`src/rtl/bcs_pkg.sv`:
```
package bcs_pkg;

    typedef enum logic [2:0] {
        TS_IDLE = 3'd0,
        TS_T1   = 3'd1,
        TS_T2   = 3'd2,
        TS_TW   = 3'd3,
        TS_T3   = 3'd4,
        TS_T4   = 3'd5
    } tstate_e;

    // States in which the data phase strobes are active
    function automatic logic in_data_phase(tstate_e s);
        return (s == TS_T2) || (s == TS_TW) || (s == TS_T3);
    endfunction

    // States in which a new request may be taken
    function automatic logic can_accept(tstate_e s);
        return (s == TS_IDLE) || (s == TS_T4);
    endfunction

endpackage

```
`src/rtl/bcs_fsm.sv`:
```
module bcs_fsm
    import bcs_pkg::*;
(
    input  logic    clk,
    input  logic    rst_n,
    input  logic    req_valid,
    input  logic    bus_ready,
    output tstate_e state_o,
    output logic    accept_o
);

    typedef struct packed {
        tstate_e state;
    } fsm_t;

    fsm_t fsm_d, fsm_q;

    always_comb begin
        fsm_d    = fsm_q;
        accept_o = can_accept(fsm_q.state) && req_valid;
        unique case (fsm_q.state)
            TS_IDLE: if (accept_o) fsm_d.state = TS_T1;
            TS_T1:   fsm_d.state = TS_T2;
            TS_T2:   fsm_d.state = bus_ready ? TS_T3 : TS_TW;
            TS_TW:   fsm_d.state = bus_ready ? TS_T3 : TS_TW;
            TS_T3:   fsm_d.state = TS_T4;
            TS_T4:   fsm_d.state = accept_o ? TS_T1 : TS_IDLE;
            default: fsm_d.state = TS_IDLE;
        endcase
    end

    always_ff @(posedge clk) begin
        if (!rst_n) begin
            fsm_q.state <= TS_IDLE;
        end else begin
            fsm_q <= fsm_d;
        end
    end

    assign state_o = fsm_q.state;

endmodule

```
`src/rtl/bcs_cmd.sv`:
```
module bcs_cmd
    import bcs_pkg::*;
#(
    parameter int AW = 20,
    parameter int DW = 16
) (
    input  logic          clk,
    input  logic          rst_n,
    input  tstate_e       state_i,
    input  logic          accept_i,
    input  logic          req_write,
    input  logic          req_io,
    input  logic [AW-1:0] req_addr,
    input  logic [DW-1:0] req_wdata,
    input  logic [DW-1:0] bus_rdata,
    output logic [AW-1:0] addr_o,
    output logic          write_o,
    output logic          io_o,
    output logic [DW-1:0] wdata_o,
    output logic [DW-1:0] rdata_o
);

    typedef struct packed {
        logic [AW-1:0] addr;
        logic          write;
        logic          io;
        logic [DW-1:0] wdata;
        logic [DW-1:0] rdata;
    } cmd_t;

    cmd_t cmd_d, cmd_q;

    always_comb begin
        cmd_d = cmd_q;
        if (accept_i) begin
            cmd_d.addr  = req_addr;
            cmd_d.write = req_write;
            cmd_d.io    = req_io;
            cmd_d.wdata = req_wdata;
        end
        // read data is taken at the close of T3 only
        if (state_i == TS_T3 && !cmd_q.write) begin
            cmd_d.rdata = bus_rdata;
        end
    end

    always_ff @(posedge clk) begin
        if (!rst_n) begin
            cmd_q <= '0;
        end else begin
            cmd_q <= cmd_d;
        end
    end

    assign addr_o  = cmd_q.addr;
    assign write_o = cmd_q.write;
    assign io_o    = cmd_q.io;
    assign wdata_o = cmd_q.wdata;
    assign rdata_o = cmd_q.rdata;

endmodule

```
`src/rtl/bcs_strobe.sv`:
```
module bcs_strobe
    import bcs_pkg::*;
(
    input  tstate_e state_i,
    input  logic    write_i,
    input  logic    io_i,
    output logic    ale,
    output logic    rd_n,
    output logic    wr_n,
    output logic    den_n,
    output logic    dt_r,
    output logic    mem_sel,
    output logic    wdata_oe,
    output logic    done,
    output logic    ready
);

    logic data_phase;

    always_comb begin
        data_phase = in_data_phase(state_i);
        ale        = (state_i == TS_T1);
        rd_n       = !(data_phase && !write_i);
        wr_n       = !(data_phase && write_i);
        den_n      = !data_phase;
        wdata_oe   = data_phase && write_i;
        dt_r       = write_i;
        mem_sel    = !io_i;
        done       = (state_i == TS_T4);
        ready      = can_accept(state_i);
    end

endmodule

```
`src/rtl/bus_tstate_seq.sv`:
```
module bus_tstate_seq
    import bcs_pkg::*;
#(
    parameter int AW = 20,
    parameter int DW = 16
) (
    input  logic          clk,
    input  logic          rst_n,
    input  logic          req_valid,
    output logic          req_ready,
    input  logic          req_write,
    input  logic          req_io,
    input  logic [AW-1:0] req_addr,
    input  logic [DW-1:0] req_wdata,
    output logic          rsp_done,
    output logic [DW-1:0] rsp_rdata,
    output logic [2:0]    tstate,
    output logic [AW-1:0] bus_addr,
    output logic          ale,
    output logic          rd_n,
    output logic          wr_n,
    output logic          den_n,
    output logic          dt_r,
    output logic          mem_sel,
    output logic [DW-1:0] bus_wdata,
    output logic          bus_wdata_oe,
    input  logic [DW-1:0] bus_rdata,
    input  logic          bus_ready
);

    tstate_e state_w;
    logic    accept_w;
    logic    write_w;
    logic    io_w;

    bcs_fsm u_fsm (
        .clk       (clk),
        .rst_n     (rst_n),
        .req_valid (req_valid),
        .bus_ready (bus_ready),
        .state_o   (state_w),
        .accept_o  (accept_w)
    );

    bcs_cmd #(.AW(AW), .DW(DW)) u_cmd (
        .clk       (clk),
        .rst_n     (rst_n),
        .state_i   (state_w),
        .accept_i  (accept_w),
        .req_write (req_write),
        .req_io    (req_io),
        .req_addr  (req_addr),
        .req_wdata (req_wdata),
        .bus_rdata (bus_rdata),
        .addr_o    (bus_addr),
        .write_o   (write_w),
        .io_o      (io_w),
        .wdata_o   (bus_wdata),
        .rdata_o   (rsp_rdata)
    );

    bcs_strobe u_strobe (
        .state_i  (state_w),
        .write_i  (write_w),
        .io_i     (io_w),
        .ale      (ale),
        .rd_n     (rd_n),
        .wr_n     (wr_n),
        .den_n    (den_n),
        .dt_r     (dt_r),
        .mem_sel  (mem_sel),
        .wdata_oe (bus_wdata_oe),
        .done     (rsp_done),
        .ready    (req_ready)
    );

    assign tstate = state_w;

endmodule

```
`config.mk`:
```
export PLATFORM = sky130hd
export DESIGN_NAME = bus_tstate_seq
export DESIGN_NICKNAME = d
export VERILOG_FILES = /design/src/rtl/bcs_pkg.sv /design/src/rtl/bcs_fsm.sv /design/src/rtl/bcs_cmd.sv /design/src/rtl/bcs_strobe.sv /design/src/rtl/bus_tstate_seq.sv
export SDC_FILE = /design/constraint.sdc
export NUM_CORES = 1
export LEC_CHECK = 0
export BUFFER_PORTS_ARGS = -buffer_cell sky130_fd_sc_hd__buf_2
export CAP_MARGIN = 10
export CELL_PAD_IN_SITES_DETAIL_PLACEMENT = 2
export CELL_PAD_IN_SITES_GLOBAL_PLACEMENT = 2
export CORE_ASPECT_RATIO = 1.5
export CORE_MARGIN = 2
export CORE_UTILIZATION = 22
export DETAILED_ROUTE_END_ITERATION = 8
export PLACE_DENSITY = 0.79
export SLEW_MARGIN = 5
export SYNTH_ARGS = -nofsm -noshare
export SYNTH_HDL_FRONTEND = slang
export SYNTH_SLANG_ARGS = --single-unit
```
`constraint.sdc`:
```
create_clock -name clk -period 1.45 [get_ports clk]
set_clock_uncertainty 0.1 [all_clocks]
set_input_delay 0.435 -clock clk [delete_from_list [all_inputs] [get_ports clk]]
set_output_delay 0.435 -clock clk [all_outputs]
set_load 0.02 [all_outputs]
```
# After elaboration in Yosys (flattened, before gate mapping)
# Index checks and enable logic that the tools add are counted.
dict set report totals {
  register_bits 57
  output_inout_bits 64
  wordCells 30
}
dict set report classes {
  n_eq_ne 6
  muxes 4
  n_reduce_logical 14
}
# op n
set ops {}
lappend ops {{3-bit case mux with 5 select lines} 1}
lappend ops {{3-bit by 2-bit equality test with 1-bit output, second input constant} 2}
lappend ops {{3-bit equality test, second input constant} 2}
lappend ops {{3-bit 2-to-1 mux} 2}
lappend ops {{1-bit zero test} 5}
lappend ops {{1-bit logical AND} 4}
lappend ops {{3-bit by 1-bit equality test with 1-bit output, second input constant} 1}
lappend ops {{3-bit zero test} 1}
lappend ops {{1-bit logical OR} 3}
lappend ops {{2-bit != test, second input constant} 1}
lappend ops {{2-bit OR reduction} 1}
lappend ops {{1-bit 2-to-1 mux} 1}

# Longest topological paths before layout
dict set report logic_depth {
  ltp_word 5
  depth_mapped 6
  mapped_depth_nobuf 3
}

# Hierarchy
# From an unflattened synthesis, not the netlist that was laid out.
dict set report unflattened {
  cells_unflattened 222
  area_unflattened_um2 2321.0
}
# module n_inst cells_per_inst area_per_inst_um2 seq_area_each_um2
set modules_own_cells {}
lappend modules_own_cells {bcs_cmd 1 193 2090.8 1081.0}
lappend modules_own_cells {bcs_fsm 1 17 147.6 60.1}
lappend modules_own_cells {bcs_strobe 1 12 82.6 0.0}

# Worst setup path after synthesis
# No wires, ideal clock.
dict set report synth_path {
  kind {flip-flop to output port}
  startpoint {reg u_fsm.fsm_q (netlist bit u_fsm.state_o[2])}
  endpoint {out wr_n}
  arrival_ps 1424
  path_slack_ps -509
  stages_incl_launch_ff 5
  path_buffers 1
  cell_sequence {dfxtp_1 buf_2 nor2b_1 a21oi_1 nand2b_1}
}
dict set report synth_via {
  elab_chain_cells 5
  elab_cells_between_ends 7
}
# element line_no
set synth_rtl {}
lappend synth_rtl {{start, declared} bcs_fsm.sv:16} ;# fsm_t fsm_d, fsm_q;
lappend synth_rtl {{start signal, assigned} bcs_fsm.sv:36} ;# fsm_q <= fsm_d;
lappend synth_rtl {{3-bit by 2-bit equality test with 1-bit output} bcs_pkg.sv:14} ;# return (s == TS_T2) || (s == TS_TW) || (s == TS_T3);
lappend synth_rtl {{1-bit logical OR} bcs_pkg.sv:14}
lappend synth_rtl {{1-bit logical OR (*)} bcs_pkg.sv:14}
lappend synth_rtl {{1-bit logical AND (*)} bcs_strobe.sv:24} ;# wr_n = !(data_phase && write_i);
lappend synth_rtl {{1-bit zero test (*)} bcs_strobe.sv:24}
lappend synth_rtl {{end, declared} bus_tstate_seq.sv:21} ;# output logic wr_n,
# Every way passes the cells marked *; elsewhere a longest branch is shown, timed or not.

# Worst setup path after layout
dict set report layout_path {
  startpoint {reg u_fsm.fsm_q (netlist bit u_fsm.state_o[1])}
  endpoint {out rd_n}
}
dict set report layout_via {
  elab_chain_cells 5
  elab_cells_between_ends 7
}
# element line_no
set layout_rtl {}
lappend layout_rtl {{3-bit by 2-bit equality test with 1-bit output} bcs_pkg.sv:14}
lappend layout_rtl {{1-bit logical OR} bcs_pkg.sv:14}
lappend layout_rtl {{1-bit logical OR (*)} bcs_pkg.sv:14}
lappend layout_rtl {{1-bit logical AND (*)} bcs_strobe.sv:23} ;# rd_n = !(data_phase && !write_i);
lappend layout_rtl {{1-bit zero test (*)} bcs_strobe.sv:23}
lappend layout_rtl {{end, declared} bus_tstate_seq.sv:20} ;# output logic rd_n,
# Marked as above.

==> flow_summary.yaml <==
synth:
  syn-num-nets: 321
  avgSynthCellArea_um2: 9.058
  synth-seq-cells: 57
  synthesis.area_um2: 2382
  synth_warnings: 0
  synth_cells: 263
  ys_types: 26
  yosysSeqAreaShare: 0.4790
sta:
  rsz0062_at_grt: "yes"
  setup_violations: 63
  setup_tns_ns: -16.22
  hold_viol: 0
  fmax_ghz: 0.5463
  worst_slack_ns: -0.3806
  final.min_clock_period_ns: 1.831
  slew_violations: 0
  relSlewSlack: 0.7137
  worst_pin_slew_ns: 0.4186
  fin_crit_sh: 1.262
critical_path:
  max_stage_delay_ns: 0.38
  startpoint: "u_fsm.state_o[1]"
  startpoint_type: "flop"
  critical_path_required_ns: 0.92
  reg2reg_from: "u_fsm.state_o[1]"
  endpoint: "rd_n"
  r2r_setup_slack_ns: -0.29
  worst_ep_arrival_time_ns: 1.30
  timing.rr.end: "u_cmd.rdata_o[15]"
  path_max_fanout: 4
  worstSetupPathType: "reg -> out"
  worstRegToRegCells: 6
  crit_chain: "nor2b_4, a21oi_4, or2_4, buf_6"
  cp_slowest_cell: "dfxtp_4"
  end_kind: "primary output"
power_and_ir_drop:
  ir_drop_mv: 0.5365
  power_density_nw_per_um2: 1304
  power.leakage_uw: 0.001931
  total_power_uw: 5394
final_layout:
  area_growth_pct: 73.58
  num_antenna_cells: 0
  finish.instance_area_um2: 4135
  drive_gt1_frac: 0.5328
  final_nets: 465
clock_network:
  htree_levels: 3
  clkTransAtPathRegs_ns: 0.05
  cts_tree: "yes"
  cts_buffers: 9
  root_buffer: "clkbuf_16"
  clock_latency_ns: 0.32
  cts.path.max_buffers: 2
  cts.sink_count: 57
routing:
  drt-vias-per-instance: 4.283
  num_vias: 2377
  wl_per_cell_um: 16.17
  drt_iter0_markers: 57
  firstDrtPassIters: 2
  wl_um: 8977
  route.detailed.drc: 0
  ant_nets: 0
hold_path:
  min_delay_path_depth: 3
  hp-class: "in -> reg"
  hp-start: "req_addr[12]"
grt:
  grt_start_max_net_pins: 47
  antenna_found_initial: 0
  grt_pass1_wl_um: 13410
  grt-ovfl-total: 0
  grt_pass1_vias: 2647
  grt_util_all_layers: 0.1516
floorplanning:
  die_height_um: 131.4
  rows: 46
  die_x_um: 88.97
  io_pins: 122
  initial_utilization: 0.2250
  dieArea_um2: 11690
  core_um2: 10590
job:
  timing.max_cap.violations: 0
outcome:
  status: "finished with violations"
  violations: "negative setup slack"
placement:
  postPlaceCellArea_um2: 3224
  hpwl_um: 5456
  numPortBuffers: 121
  gp_congestion: 0.7633
-- through the flow --
stage	worst slack (ns)	hold WS, ns	cells	utilization
5_1_grt	-0.4331	0.2546	555	0.3905
4_1_cts	-0.3897	0.2384	551	0.3703
2_1_floorplan	-0.1256	0.3347	263	-
6_report	-0.3806	0.2561	555	0.3905
3_3_place_gp	-0.05147	0.3397	517	0.3045
3_5_place_dp	-0.09733	0.3477	517	0.3045
-- placed cells by master (no fill, tap or decap), drive strengths merged, types with 2 or more instances in the layout --
cell	n
inv	4
nor2b	2
buf	152
clkinv	2
nand3	16
nor3b	2
dfxtp	57
mux2i	38
o21ai	16
clkbuf	15
nor2	4
nand2	92
-- repair_timing --
item / CTS / global route
buffers inserted: 13 / 3
cloned: 6 / 4
setup endpoints to repair: 64 / 66
hold buffers: 0 / 0
gates resized for setup: 38 / 33
pin swaps: 6 / 21
-- worst max-delay path: cells and delay by family, from the launching register on --
kind | cells | cell delay, ns
AOI/OAI and AO/OA | 1 | 0.06
buffers and inverters | 1 | 0.13
and+or+nand+nor | 2 | 0.41
DFF | 1 | 0.38
-- state kept, by name, summed over array words and instances (netlist names) --
name           count
u_cmd.write_o      1
u_cmd.io_o         1
u_cmd.wdata_o     16
u_fsm.state_o      3
u_cmd.addr_o      20
u_cmd.rdata_o     16
-- metal layers --
metal	share of wire	track usage
met3	0.056	0.05214
met4	0.0092	0.04478
met5	0	0
met1	0.36	0.1493
met2	0.57	0.2861
-- cells in the mapped netlist, drive strengths merged --
master | number | share of area
nand2b | 1 | 0.0026
nor2b | 2 | 0.0053
maj3 | 1 | 0.0042
or4b | 1 | 0.0042
nor3b | 2 | 0.0084
a2111oi | 1 | 0.0037
or2 | 1 | 0.0026
inv | 4 | 0.0063
dfxtp | 57 | 0.48
a32o | 1 | 0.0042
a21oi | 1 | 0.0021
mux2i | 38 | 0.16
nand2 | 92 | 0.14
o21ai | 16 | 0.059
nor3 | 1 | 0.0021
buf | 11 | 0.039
clkbuf | 11 | 0.017
nor2 | 4 | 0.0063
xor2 | 1 | 0.0037
a22oi | 1 | 0.0032
nand3 | 16 | 0.042
-- report_power, final --
group	switching [uW]	leakage (uW)	internal (uW)	total (uW)
sequential	97.7	0.000468	1710	1810
combinational	732	0.00131	743	1470
clock	706	0.000148	1410	2110
-- area by class of cell --
type	instances	area (um2)
Clock inverter	3	40.04
Sequential cell	57	1154
Fill cell	1212	6455
Clock buffer	12	256.5
Multi-Input combinational cell	180	1282
Tap cell	144	180.2
Inverter	4	15.01
Timing Repair Buffer	155	1207
-- how the worst min path moves through the flow --
stage / end
5_1_grt: u_cmd.rdata_o[13]
3_5_place_dp: u_cmd.rdata_o[14]
3_3_place_gp: u_cmd.addr_o[12]
4_1_cts: u_cmd.addr_o[12]
6_report: u_cmd.addr_o[12]
2_1_floorplan: u_cmd.io_o
-- cell families (layout without fill, tap and decap cells) --
| group | after synthesis | in the layout | share of synthesized area |
|---|---|---|---|
| compound gates | 20 | 20 | 0.07195 |
| simple gates | 120 | 120 | 0.2185 |
| mux | 38 | 38 | 0.1597 |
| fa+ha+maj | 1 | 1 | 0.004202 |
| flops | 57 | 57 | 0.4790 |
| buf+inv | 26 | 174 | 0.06302 |
| xor+xnor | 1 | 1 | 0.003677 |
Note: power is estimated with default switching activity, not from simulation.
